==> src/rtl/line_qual_pkg.sv <==
package line_qual_pkg;
  localparam int NumChan = 2;
  localparam int ChanHl  = 0;
  localparam int ChanBo  = 1;

  typedef struct packed {
    logic hlClr;
    logic hlInc;
    logic boClr;
    logic boInc;
  } qualStrobe_t;
endpackage

==> src/rtl/line_qual_dp.sv <==
module line_qual_dp
  import line_qual_pkg::*;
#(
  parameter int QualCycles = 25000
) (
  input  logic         clk,
  input  logic         rstN,
  input  qualStrobe_t  stb,
  output logic         hlExp,
  output logic         boExp
);
  localparam int CntW = $clog2(QualCycles + 1);
  localparam logic [CntW-1:0] CntLimit = CntW'(QualCycles);

  logic [NumChan-1:0] clrVec;
  logic [NumChan-1:0] incVec;
  logic [NumChan-1:0] expVec;

  assign clrVec[ChanHl] = stb.hlClr;
  assign incVec[ChanHl] = stb.hlInc;
  assign clrVec[ChanBo] = stb.boClr;
  assign incVec[ChanBo] = stb.boInc;

  for (genvar g = 0; g < NumChan; g++) begin : g_chan
    logic [CntW-1:0] cnt;

    always_ff @(posedge clk or negedge rstN) begin
      if (!rstN)          cnt <= '0;
      else if (clrVec[g]) cnt <= '0;
      else if (incVec[g]) cnt <= cnt + 1'b1;
    end

    assign expVec[g] = (cnt == CntLimit);

    // the window counter never runs past its limit
    a_r4_cnt_bound: assert property (@(posedge clk) disable iff (!rstN)
      cnt <= CntLimit);
  end

  assign hlExp = expVec[ChanHl];
  assign boExp = expVec[ChanBo];
endmodule

==> src/rtl/line_qual_ctrl.sv <==
module line_qual_ctrl
  import line_qual_pkg::*;
(
  input  logic        clk,
  input  logic        rstN,
  input  logic        aboveHi,
  input  logic        aboveLo,
  input  logic        aboveBoOn,
  input  logic        aboveBoOff,
  input  logic        hlExp,
  input  logic        boExp,
  output qualStrobe_t stb,
  output logic        hlQ,
  output logic        boQ
);
  logic hlBelow;
  logic boBelow;
  logic hlNext;
  logic boNext;

  // Active comparator chosen by the flag's own state
  assign hlBelow = hlQ && !aboveLo;
  assign boBelow = !boQ && !aboveBoOff;

  always_comb begin
    stb.hlInc = hlBelow && !hlExp;
    stb.hlClr = !hlBelow || hlExp;
    stb.boInc = boBelow && !boExp;
    stb.boClr = !boBelow || boExp;
  end

  always_comb begin
    if (!hlQ) hlNext = aboveHi;
    else      hlNext = !(hlBelow && hlExp);
    if (boQ)  boNext = !aboveBoOn;
    else      boNext = boBelow && boExp;
  end

  always_ff @(posedge clk or negedge rstN) begin
    if (!rstN) begin
      hlQ <= 1'b0;
      boQ <= 1'b1;
    end else begin
      hlQ <= hlNext;
      boQ <= boNext;
    end
  end

  // entry into high line is immediate
  a_r2_hl_set: assert property (@(posedge clk) disable iff (!rstN)
    (!hlQ && aboveHi) |=> hlQ);
  // no exit from high line before the window expires
  a_r3_hl_qualified: assert property (@(posedge clk) disable iff (!rstN)
    (hlQ && !hlExp) |=> hlQ);
  // exit comparator high keeps the flag
  a_r4_hl_hold: assert property (@(posedge clk) disable iff (!rstN)
    (hlQ && aboveLo) |=> hlQ);
  // release from brown-out is immediate
  a_r6_bo_release: assert property (@(posedge clk) disable iff (!rstN)
    (boQ && aboveBoOn) |=> !boQ);
  // no brown-out entry before the window expires
  a_r7_bo_qualified: assert property (@(posedge clk) disable iff (!rstN)
    (!boQ && !boExp) |=> !boQ);
endmodule

==> src/rtl/line_range_qual.sv <==
module line_range_qual
  import line_qual_pkg::*;
#(
  parameter int QualCycles = 25000
) (
  input  logic       clk,
  input  logic       rstN,
  input  logic       aboveHi,
  input  logic       aboveLo,
  input  logic       aboveBoOn,
  input  logic       aboveBoOff,
  output logic       highLine,
  output logic       brownOut,
  output logic [1:0] valleyNum,
  output logic       wdgLong,
  output logic       gainHalf
);
  qualStrobe_t stb;
  logic hlExp;
  logic boExp;
  logic hlQ;
  logic boQ;

  line_qual_ctrl u_ctrl (
    .clk        (clk),
    .rstN       (rstN),
    .aboveHi    (aboveHi),
    .aboveLo    (aboveLo),
    .aboveBoOn  (aboveBoOn),
    .aboveBoOff (aboveBoOff),
    .hlExp      (hlExp),
    .boExp      (boExp),
    .stb        (stb),
    .hlQ        (hlQ),
    .boQ        (boQ)
  );

  line_qual_dp #(.QualCycles(QualCycles)) u_dp (
    .clk   (clk),
    .rstN  (rstN),
    .stb   (stb),
    .hlExp (hlExp),
    .boExp (boExp)
  );

  assign highLine  = hlQ;
  assign brownOut  = boQ;
  assign valleyNum = hlQ ? 2'd2 : 2'd1;
  assign wdgLong   = hlQ;
  assign gainHalf  = hlQ;

  // the valley number is always a legal valley
  a_r8_valley_legal: assert property (@(posedge clk) disable iff (!rstN)
    $onehot(valleyNum));
endmodule

==> config.mk <==
export PLATFORM = sky130hd
export DESIGN_NAME = line_range_qual
export DESIGN_NICKNAME = d
export VERILOG_FILES = /design/src/rtl/line_qual_pkg.sv /design/src/rtl/line_qual_dp.sv /design/src/rtl/line_qual_ctrl.sv /design/src/rtl/line_range_qual.sv
export SDC_FILE = /design/constraint.sdc
export NUM_CORES = 1
export LEC_CHECK = 0
export ABC_AREA = 1
export BUFFER_PORTS_ARGS = -buffer_cell sky130_fd_sc_hd__buf_2
export CORE_ASPECT_RATIO = 0.8
export CORE_MARGIN = 1
export CORE_UTILIZATION = 54
export CTS_CLUSTER_DIAMETER = 150
export DETAILED_ROUTE_END_ITERATION = 10
export PLACE_DENSITY = 0.74
export SETUP_SLACK_MARGIN = 0.05
export SLEW_MARGIN = 5
export SYNTH_ARGS = -nofsm -noshare
export SYNTH_HDL_FRONTEND = slang
export SYNTH_SLANG_ARGS = --single-unit
export TNS_END_PERCENT = 20
==> constraint.sdc <==
create_clock -name clk -period 1.3 [get_ports clk]
set_input_delay 0.065 -clock clk [delete_from_list [all_inputs] [get_ports clk]]
set_output_delay 0.065 -clock clk [all_outputs]
set_load 0.05 [all_outputs]
# Word level (Yosys, flattened, before mapping)
# Cells that the tools add are included.
[word_totals] ff_bits=32 in_bits=6
[classes] add_sub_neg=2 n_eq_ne=2 mux=7 reduce_logical=19
[op_table] operator="two-way mux 15 bit" count=4
[op_table] operator="adder 15 x 1 -> 15 bit (second input constant)" count=2
[op_table] operator="== test 15 bit (second input constant)" count=2
[op_table] operator="zero test 1 bit" count=9
[op_table] operator="logical AND 1 bit" count=6
[op_table] operator="nonzero test 2 bit" count=2
[op_table] operator="logical OR 1 bit" count=2
[op_table] operator="two-way mux 1 bit" count=2
[op_table] operator="two-way mux 2 bit" count=1

# Longest topological paths before layout
# Gate-level depths: netlist (run 1).
[logic_depth] ltp_word=5 ltp_mapped=8

# By module
# From an unflattened synthesis (run 1), not the netlist that was laid out.
[hier_totals] cells_unflattened=270 hier_area_um2=1914.3
[by_module_without_submodules] module="line_qual_dp" n_inst=1 cells_per_inst=248 area_per_inst_um2=1762.9 seq_area_each_um2=750.7
[by_module_without_submodules] module="line_qual_ctrl" n_inst=1 cells_per_inst=18 area_per_inst_um2=125.1 seq_area_each_um2=51.3
[by_module_without_submodules] module="line_range_qual" n_inst=1 cells_per_inst=4 area_per_inst_um2=26.3 seq_area_each_um2=0.0

# Worst setup path before layout (run 1)
# No wires, ideal clock.
[synth_timing] kind="flip-flop to flip-flop" startpoint="reg u_ctrl.hlQ" endpoint="reg u_dp.g_chan[0].cnt[4]" setup_ns=0.071 arrival_ns=1.623 required_time_ns=1.229 path_slack_ns=-0.394 stages_incl_launch_ff=6 period_less_slack_ns=1.694 cell_sequence="dfrtp_1 inv_1 nor2_1 nand2_4 buf_6 nor2_1"
[synth_between] elab_chain_cells=4
[synth_lines] item="from (decl)" line_no="line_qual_ctrl.sv:13" source="output logic hlQ,"
[synth_lines] item="from (signal assigned)" line_no="line_qual_ctrl.sv:44" source="hlQ <= hlNext;"
[synth_lines] item="logical AND 1 bit (*)" line_no="line_qual_ctrl.sv:22" source="assign hlBelow = hlQ && !aboveLo;"
[synth_lines] item="zero test 1 bit" line_no="line_qual_ctrl.sv:27" source="stb.hlClr = !hlBelow || hlExp;"
[synth_lines] item="logical OR 1 bit" line_no="line_qual_ctrl.sv:27"
[synth_lines] item="two-way mux 15 bit or nonzero test 2 bit (tied branches)"
[synth_lines] item="to (signal assigned)" line_no="line_qual_dp.sv:30" source="else if (incVec[g]) cnt <= cnt + 1'b1;"
[synth_lines] item="to (decl)" line_no="line_qual_dp.sv:25" source="logic [CntW-1:0] cnt;"
# Mark *: on every way between the ends. The rest lies on a longest branch, timed or not.
# A chain may end at the register's enable or synchronous reset.

# Worst setup path in the final report (run 1)
[layout_timing] startpoint="reg u_dp.g_chan[0].cnt[1]" endpoint="reg u_dp.g_chan[0].cnt[8]"
[layout_between] elab_chain_cells=4
[layout_lines] item="parallel branches: the longest is 4 deep, another holds adder 15 x 1 -> 15 bit"
# Parallel ways; which one is timed is not known. The select of a mux whose other input is x is not followed.

==> tab_implementation.tex, run 1 <==
\begin{tabular}{lr}
\hline
Metric & Value \\
\hline
\multicolumn{2}{l}{\textbf{Drt}} \\
Remaining number of nets flagged by the antenna check after routing & 0 \\
Via count normalized by instance count & 5.18 \\
Wire per inst & 13.1 um \\
Final WL & 4.26 mm \\
Total number of vias & 1678 \\
Number of violations reported at the end of detailed-routing iteration 0 & 170 \\
Post-route DRC violation count & 0 \\
Iteration count of the initial detailed-routing pass & 4 \\
\multicolumn{2}{l}{\textbf{STA}} \\
Worst slack on hold paths & 49.1 ps \\
Final Critical Period & 1330 ps \\
Maximum operating frequency & 0.750 GHz \\
Final setup viols & 22 \\
Max transition margin & 73.3\% \\
Layout Skew & 2.22 ps \\
Total negative slack for setup checks & -184 ps \\
Least-Margin Pin Slew & 400 ps \\
Fin worst setup slack & -32.8 ps \\
Period Utilization, post-route & 103\% \\
Unrepaired setup endpoints after global routing & true \\
Max-slew violations & 0 \\
Hold violation count in the final report & 0 \\
\multicolumn{2}{l}{\textbf{Worst setup path}} \\
Worst reg-to-reg path cell count & 7 \\
Crit end category & flop \\
Critical R2R Capture & u\_dp.g\_chan[0].cnt[8]\$\_DFF\_PN0\_ \\
Reg-to-reg slack, setup & -30 ps \\
Critical path fanouts, max & 7 \\
RR Startpoint & u\_dp.g\_chan[0].cnt[1]\$\_DFF\_PN0\_ \\
Startpoint class of the critical path & flop \\
Required time reported for the critical path endpoint & 1470 ps \\
Arrival time reported for the critical path endpoint & 1500 ps \\
Kind of critical path & flop to flop \\
\multicolumn{2}{l}{\textbf{Yosys}} \\
Yosys warning count & 0 \\
Cell types with the highest counts after synthesis & nand2\_1 (57), nor2\_1 (57), dfrtp\_1 (31) \\
Net Count, Synth & 255 \\
Number of different library cells in the post-synthesis netlist & 19 \\
Predominant post-synthesis flop cell & dfrtp\_1 \\
Sequential element share of the synthesized area & 43.8\% \\
Post-synthesis average cell area & 7.48 sq um \\
Seq cells post-synth & 32 \\
Area of the mapped netlist & 1830 sq um \\
Top cells by area in the synthesized netlist & dfrtp\_1 (42\%), nand2\_1 (12\%), nor2\_1 (12\%) \\
Post-synthesis cell count & 245 \\
Top cell type by total area after synthesis & dfrtp\_1 \\
Number of synthesized flops with an enable pin & 0 \\
Share of async-settable or async-resettable flops after synthesis & 100\% \\
Area share of the largest cell type after synthesis & 42.3\% \\
\multicolumn{2}{l}{\textbf{Floorplan}} \\
Count of pins on the block boundary & 12 \\
Area of the core & 3150 sq um \\
X dimension of the die & 67.1 um \\
Num rows & 18 \\
Die height & 54.1 um \\
Area of the die & 3630 sq um \\
Initial core utilization & 58.1\% \\
\multicolumn{2}{l}{\textbf{Placed design}} \\
Gpl congestion & 0.901 \\
\# placed instances & 310 \\
Worst setup timing slack at the placement stage & -77.2 ps \\
\# port buffers & 11 \\
Hpwl dp & 2.71 mm \\
\multicolumn{2}{l}{\textbf{Pwr}} \\
Switching part of the total & 23.8\% \\
Logic pwr share & 8.4\% \\
Flop pwr share & 51.9\% \\
Power per standard cell area & 850 nW/um\^{}2 \\
Clock power frac & 39.6\% \\
Worst IR drop on VDD & 662 uV \\
Cell leakage power & 1.01 nW \\
Internal power contribution & 1.52 mW \\
Power dissipated by switching net loads & 0.474 mW \\
\multicolumn{2}{l}{\textbf{Outcome}} \\
Result of the run & finished with violations \\
Failing checks & setup timing \\
\multicolumn{2}{l}{\textbf{Clock tree}} \\
Number of H-tree branching levels & 2 \\
Clock tree from TritonCTS & yes \\
Clock network latency to the later pin of the worst-skew pair & 280 ps \\
Bufs on Longest Clock Path & 2 \\
Clock sink count & 32 \\
Number of buffers added by the clock tree synthesis step & 5 \\
Clock transition at the registers of the reported paths & 60 ps \\
Library cell used as clock root buffer & clkbuf\_8 \\
\multicolumn{2}{l}{\textbf{Worst hold path}} \\
Path category of the worst min-delay check & input pin to flop \\
Min-delay src & aboveHi \\
Worst Hold End & u\_ctrl.hlQ\$\_DFF\_PN0\_ \\
Number of cells on the worst hold path & 4 \\
\multicolumn{2}{l}{\textbf{Cells and area}} \\
Fraction of layout instances using a drive strength above 1 & 27.8\% \\
Layout Utilization & 74.4\% \\
Diodes inserted & 0 \\
Fillers & 226 \\
Total Nets Final & 293 \\
Non-filler instance count after layout & 324 \\
Synth-to-Final Area Change & 28.1\% \\
\multicolumn{2}{l}{\textbf{Global routing}} \\
Met1 capacity usage during global routing & 35.9\% \\
Met3 track demand over resource in global routing & 5.72\% \\
Wire length of the first global-routing pass & 6.44 mm \\
Met2 Resource Use GR & 36.8\% \\
Via count of the first global-routing pass & 1434 \\
Initial antenna violation count & 0 \\
Layer carrying the most global-route usage & met2 \\
Aggregate global routing overflow & 0 \\
Pin count of the biggest net entering global routing & 33 \\
Total global-route track usage & 25.0\% \\
\multicolumn{2}{l}{\textbf{Flow run}} \\
MaxCap Viol Count & 0 \\
\hline
\end{tabular}
==> cells by family after synthesis <==
group / Yosys count / share of synthesized area, %
AO/OA/AOI/OAI: 2 / 0.546
AND/OR/NAND/NOR: 159 / 37.7
buffers and inverters: 35 / 9.02
flip-flops: 32 / 43.8
XOR/XNOR: 13 / 6.22
adder cells (fa/ha/maj): 4 / 2.73
==> power by group through the flow <==
stage,clock network (mW),registers [mW],logic [mW]
floorplan,0,1.04,0.0672
global placement,0,1.05,0.124
detailed placement,0,1.05,0.127
CTS,0.801,1.03,0.146
global route,0.854,1.04,0.186
finish,0.790,1.04,0.168
==> what timing repair did <==
item / CTS / global route
resized for setup: 10 / 28
setup endpoints to repair: 31 / 31
cloned: 0 / 1
buffers inserted: 0 / 3
hold endpoints to repair: 32 / 0
hold buffers: 2 / 0
pin swaps: 4 / 9
==> flip-flops by register name, indices dropped and copies added, names as in the netlist <==
register and count:
u_ctrl.hlQ 1, u_ctrl.boQ 1, u_dp.g_chan.cnt 30
==> metrics by stage <==
step	cell area, sq um	total power [mW]
after floorplan	1840	1.11
after global placement	2060	1.17
after detailed placement	2060	1.17
after CTS	2200	1.98
after global routing	2350	2.08
final	2350	1.99
==> worst max path at each step <==
stage,cells past startpoint,from,end
detailed placement,8,u_dp.g_chan[1].cnt[0]$_DFF_PN0_,u_dp.g_chan[1].cnt[5]$_DFF_PN0_
floorplan,5,u_ctrl.hlQ$_DFF_PN0_,u_dp.g_chan[0].cnt[4]$_DFF_PN0_
finish,7,u_dp.g_chan[0].cnt[1]$_DFF_PN0_,u_dp.g_chan[0].cnt[8]$_DFF_PN0_
global placement,8,u_dp.g_chan[1].cnt[0]$_DFF_PN0_,u_dp.g_chan[1].cnt[8]$_DFF_PN0_
CTS,8,u_dp.g_chan[1].cnt[0]$_DFF_PN0_,u_dp.g_chan[1].cnt[14]$_DFF_PN0_
global route,8,u_dp.g_chan[1].cnt[0]$_DFF_PN0_,u_dp.g_chan[1].cnt[14]$_DFF_PN0_
==> layer usage <==
metal | up-vias | share of wire [%]
met3 | 5 | 4.5
met2 | 38 | 45
met4 | 0 | 1.2
met1 | 794 | 49
li1 | 841 | -
met5 | - | 0
==> final cells by class <==
class	instances	area (sq um)	area share, %
Multi-Input combinational cell	179	1030	43.8
Sequential cell	32	806	34.3
Clock buffer	8	90.1	3.84
Tap cell	40	50.0	2.13
Inverter	29	113	4.80
Timing Repair Buffer	36	260	11.1
==> worst max-delay path, cell delays in order, from the launching register on <==
cell and delay [ps]:
dfrtp_1 430, inv_1 80, ha_2 170, nand3_2 100, nor2_4 150, nand2_4 90
nand2_4 120, nor2_1 70
==> layout by cell type, fill, tap and decap left out <==
master / synthesis / routed
xor2_1: 8 / 8
nand3_4: 0 / 2
nand3_1: 23 / 20
dlygate4sd3_1: 0 / 2
nand2_4: 1 / 2
clkinvlp_4: 0 / 1
nor2_2: 5 / 8
o21ai_0: 2 / 2
nor2_4: 1 / 8
nand4_1: 13 / 13
xnor2_1: 5 / 5
dfstp_2: 1 / 1
dfrtp_1: 31 / 28
ha_4: 0 / 3
buf_12: 0 / 1
inv_2: 1 / 4
nand2_2: 1 / 3
ha_2: 0 / 1
clkbuf_8: 0 / 6
or2_2: 1 / 1
buf_4: 3 / 22
buf_2: 0 / 11
clkbuf_1: 0 / 2
nand2_1: 57 / 54
dfrtp_2: 0 / 3
inv_1: 28 / 24
nor2_1: 57 / 47
nand3_2: 0 / 1
nand2_8: 0 / 1
No activity file was read; power rests on OpenSTA's default activity.
==> run 2: changes to the inputs <==
--- a/config.mk
+++ b/config.mk
@@ -9,10 +9,10 @@
 export BUFFER_PORTS_ARGS = -buffer_cell sky130_fd_sc_hd__buf_2
 export CORE_ASPECT_RATIO = 0.8
 export CORE_MARGIN = 1
-export CORE_UTILIZATION = 54
+export CORE_UTILIZATION = 50
 export CTS_CLUSTER_DIAMETER = 150
 export DETAILED_ROUTE_END_ITERATION = 10
-export PLACE_DENSITY = 0.74
+export PLACE_DENSITY = 0.69
 export SETUP_SLACK_MARGIN = 0.05
 export SLEW_MARGIN = 5
 export SYNTH_ARGS = -nofsm -noshare
==> run 2 against run 1 <==
Highest routed layer unchanged. The run still ends with setup timing left. Clock skew up 6.9 ps. Maximum frequency up 0.19%. Cell count down 0.31%. Largest power group unchanged. Non-clock buffer count is 3 lower. Total power rose by 0.48%.
==> tab_implementation.tex, run 2 (synthesis gave the netlist of run 1 again) <==
\begin{tabular}{lr}
\hline
Metric & Value \\
\hline
\multicolumn{2}{l}{\textbf{Cells and area}} \\
Leading cell type in the layout, fill and taps excluded & nand2\_1 (unchanged) \\
Non-filler instance count after layout & 323 (was 324) \\
Diodes inserted & 0 (unchanged) \\
Largest Register & u\_dp.g\_chan.cnt (unchanged) \\
Top Registers & u\_dp.g\_chan.cnt (30), u\_ctrl.boQ (1), u\_ctrl.hlQ (1) (unchanged) \\
Fraction of layout instances using a drive strength above 1 & 28.1\% (was 27.8\%) \\
Max reg flops & 30 (unchanged) \\
Synth-to-Final Area Change & 27.3\% (was 28.1\%) \\
Final design area excluding fillers & 2330 sq um (was 2350 sq um) \\
Total Nets Final & 290 (was 293) \\
Top library cells by usage in the layout, fill and taps aside & nand2\_1 (55), nor2\_1 (43), dfrtp\_1 (28), inv\_1 (25), nand3\_1 (20) (was nand2\_1 (54), nor2\_1 (47), dfrtp\_1 (28), inv\_1 (24), buf\_4 (22)) \\
\multicolumn{2}{l}{\textbf{Worst setup path}} \\
Critical R2R Capture & u\_dp.g\_chan[0].cnt[0]\$\_DFF\_PN0\_ (was u\_dp.g\_chan[0].cnt[8]\$\_DFF\_PN0\_) \\
Reg-to-reg slack, setup & -30 ps (about the same) \\
Required time reported for the critical path endpoint & 1470 ps (about the same) \\
Worst reg-to-reg path cell count & 7 (unchanged) \\
RR Startpoint & u\_dp.g\_chan[0].cnt[0]\$\_DFF\_PN0\_ (was u\_dp.g\_chan[0].cnt[1]\$\_DFF\_PN0\_) \\
Launch point of the critical path & u\_dp.g\_chan[0].cnt[0]\$\_DFF\_PN0\_ (was u\_dp.g\_chan[0].cnt[1]\$\_DFF\_PN0\_) \\
Critical path fanouts, max & 8 (was 7) \\
Startpoint class of the critical path & flop (unchanged) \\
Arrival time reported for the critical path endpoint & 1500 ps (about the same) \\
Crit end category & flop (unchanged) \\
Kind of critical path & flop to flop (unchanged) \\
Last element of the critical path & u\_dp.g\_chan[0].cnt[0]\$\_DFF\_PN0\_ (was u\_dp.g\_chan[0].cnt[8]\$\_DFF\_PN0\_) \\
\multicolumn{2}{l}{\textbf{Global routing}} \\
Pin count of the biggest net entering global routing & 31 (was 33) \\
Wire length of the first global-routing pass & 6.64 mm (was 6.44 mm) \\
Initial antenna violation count & 0 (unchanged) \\
Total global-route track usage & 22.1\% (was 25.0\%) \\
Via count of the first global-routing pass & 1453 (was 1434) \\
Aggregate global routing overflow & 0 (unchanged) \\
\multicolumn{2}{l}{\textbf{Drt}} \\
Post-route DRC violation count & 0 (unchanged) \\
Total number of vias & 1660 (was 1678) \\
Remaining number of nets flagged by the antenna check after routing & 0 (unchanged) \\
Via count normalized by instance count & 5.14 (was 5.18) \\
Number of violations reported at the end of detailed-routing iteration 0 & 115 (was 170) \\
Iteration count of the initial detailed-routing pass & 4 (unchanged) \\
Wire per inst & 13.1 um (about the same) \\
Final WL & 4.24 mm (was 4.26 mm) \\
\multicolumn{2}{l}{\textbf{Pwr}} \\
Cell leakage power & 1.00 nW (was 1.01 nW) \\
Power per standard cell area & 860 nW/um\^{}2 (was 850 nW/um\^{}2) \\
Worst IR drop on VDD & 890 uV (was 662 uV) \\
\multicolumn{2}{l}{\textbf{STA}} \\
Least-Margin Pin Slew & 640 ps (was 400 ps) \\
Max-slew violations & 0 (unchanged) \\
Layout Skew & 9.15 ps (was 2.22 ps) \\
Fin worst setup slack & -30.3 ps (was -32.8 ps) \\
Final Critical Period & 1330 ps (about the same) \\
Maximum operating frequency & 0.752 GHz (was 0.750 GHz) \\
Period Utilization, post-route & 102\% (was 103\%) \\
Final setup viols & 7 (was 22) \\
Max transition margin & 57.3\% (was 73.3\%) \\
Hold violation count in the final report & 0 (unchanged) \\
Unrepaired setup endpoints after global routing & true (unchanged) \\
\multicolumn{2}{l}{\textbf{Floorplan}} \\
Area of the core & 3470 sq um (was 3150 sq um) \\
X dimension of the die & 69.7 um (was 67.1 um) \\
Die height & 56.1 um (was 54.1 um) \\
Num rows & 19 (was 18) \\
Initial core utilization & 52.8\% (was 58.1\%) \\
Count of pins on the block boundary & 12 (unchanged) \\
Area of the die & 3910 sq um (was 3630 sq um) \\
\multicolumn{2}{l}{\textbf{Clock tree}} \\
Clock transition at the registers of the reported paths & 60 ps (about the same) \\
Number of H-tree branching levels & 2 (unchanged) \\
Bufs on Longest Clock Path & 2 (unchanged) \\
Number of buffers added by the clock tree synthesis step & 5 (unchanged) \\
Clock sink count & 32 (unchanged) \\
Clock network latency to the later pin of the worst-skew pair & 290 ps (was 280 ps) \\
Clock tree from TritonCTS & yes (unchanged) \\
Library cell used as clock root buffer & clkbuf\_8 (unchanged) \\
\multicolumn{2}{l}{\textbf{Placed design}} \\
\# placed instances & 309 (was 310) \\
\# port buffers & 11 (unchanged) \\
Gpl congestion & 0.858 (was 0.901) \\
Hpwl dp & 2.79 mm (was 2.71 mm) \\
Placed Area & 2040 sq um (was 2060 sq um) \\
\multicolumn{2}{l}{\textbf{Outcome}} \\
Failing checks & setup timing (unchanged) \\
Result of the run & finished with violations (unchanged) \\
\multicolumn{2}{l}{\textbf{Flow run}} \\
MaxCap Viol Count & 0 (unchanged) \\
\multicolumn{2}{l}{\textbf{Worst hold path}} \\
Path category of the worst min-delay check & input pin to flop (unchanged) \\
\hline
\end{tabular}
run 2: final cells by class:
| class | count | area [sq um] |
|---|---|---|
| Fill cell | 276 | 1140 |
| Multi-Input combinational cell | 179 | 1020 |
| Sequential cell | 32 | 806 |
| Timing Repair Buffer | 33 | 238 |
| Inverter | 29 | 113 |
| Clock buffer | 6 | 82.6 |
| Tap cell | 42 | 52.6 |
| Clock inverter | 2 | 15.0 |
run 2: through the flow:
stage	utilization, %	worst slack [ps]	setup TNS (ps)	hold WS, ps	total power [mW]
floorplan	-	-163	-1940	-231	1.11
global placement	58.7	-3.42	-11.5	124	1.17
detailed placement	58.7	-49.7	-662	136	1.17
CTS	62.4	0.438	0	59.7	1.98
global route	67.2	-95.4	-2040	67.4	2.08
finish	67.2	-30.3	-94.4	60.4	2.00
run 2: worst max-delay path: stages (launching register included):
cell and delay [ps]:
dfrtp_2 450, inv_2 90, ha_4 140, nand3_4 80, nor2_4 140, nand2_4 100
nand2_8 160, nor2_1 60
run 2: worst min-delay path by stage:
stage               startpoint                               end  slack [ps]  cells past startpoint
floorplan                 rstN              u_ctrl.hlQ$_DFF_PN0_        -230                      0
global route        aboveBoOff              u_ctrl.boQ$_DFF_PN1_          70                      4
global placement          rstN  u_dp.g_chan[1].cnt[12]$_DFF_PN0_         120                      1
detailed placement        rstN   u_dp.g_chan[1].cnt[7]$_DFF_PN0_         140                      1
CTS                    aboveHi              u_ctrl.hlQ$_DFF_PN0_          60                      4
finish              aboveBoOff              u_ctrl.boQ$_DFF_PN1_          60                      4
run 2: where the power goes:
part	switching [mW]	total (mW)	leakage (nW)	internal (mW)
registers	0.0226	1.03	0.430	1.01
logic	0.0887	0.162	0.527	0.0734
clock network	0.379	0.807	0.0434	0.428
run 2: what timing repair did:
action	CTS	global route
setup endpoints to repair	30	31
resized for setup	5	33
hold buffers	2	0
buffers inserted	0	3
pin swaps	4	7
cloned	0	1
endpoints found under the hold margin	28	0
run 2: per-layer routing:
layer / GRT usage, % / share of wire, %
met5: 0 / 0
met4: 7.71 / 1.8
met3: 5.43 / 7.3
met2: 29.4 / 42
met1: 34.5 / 49
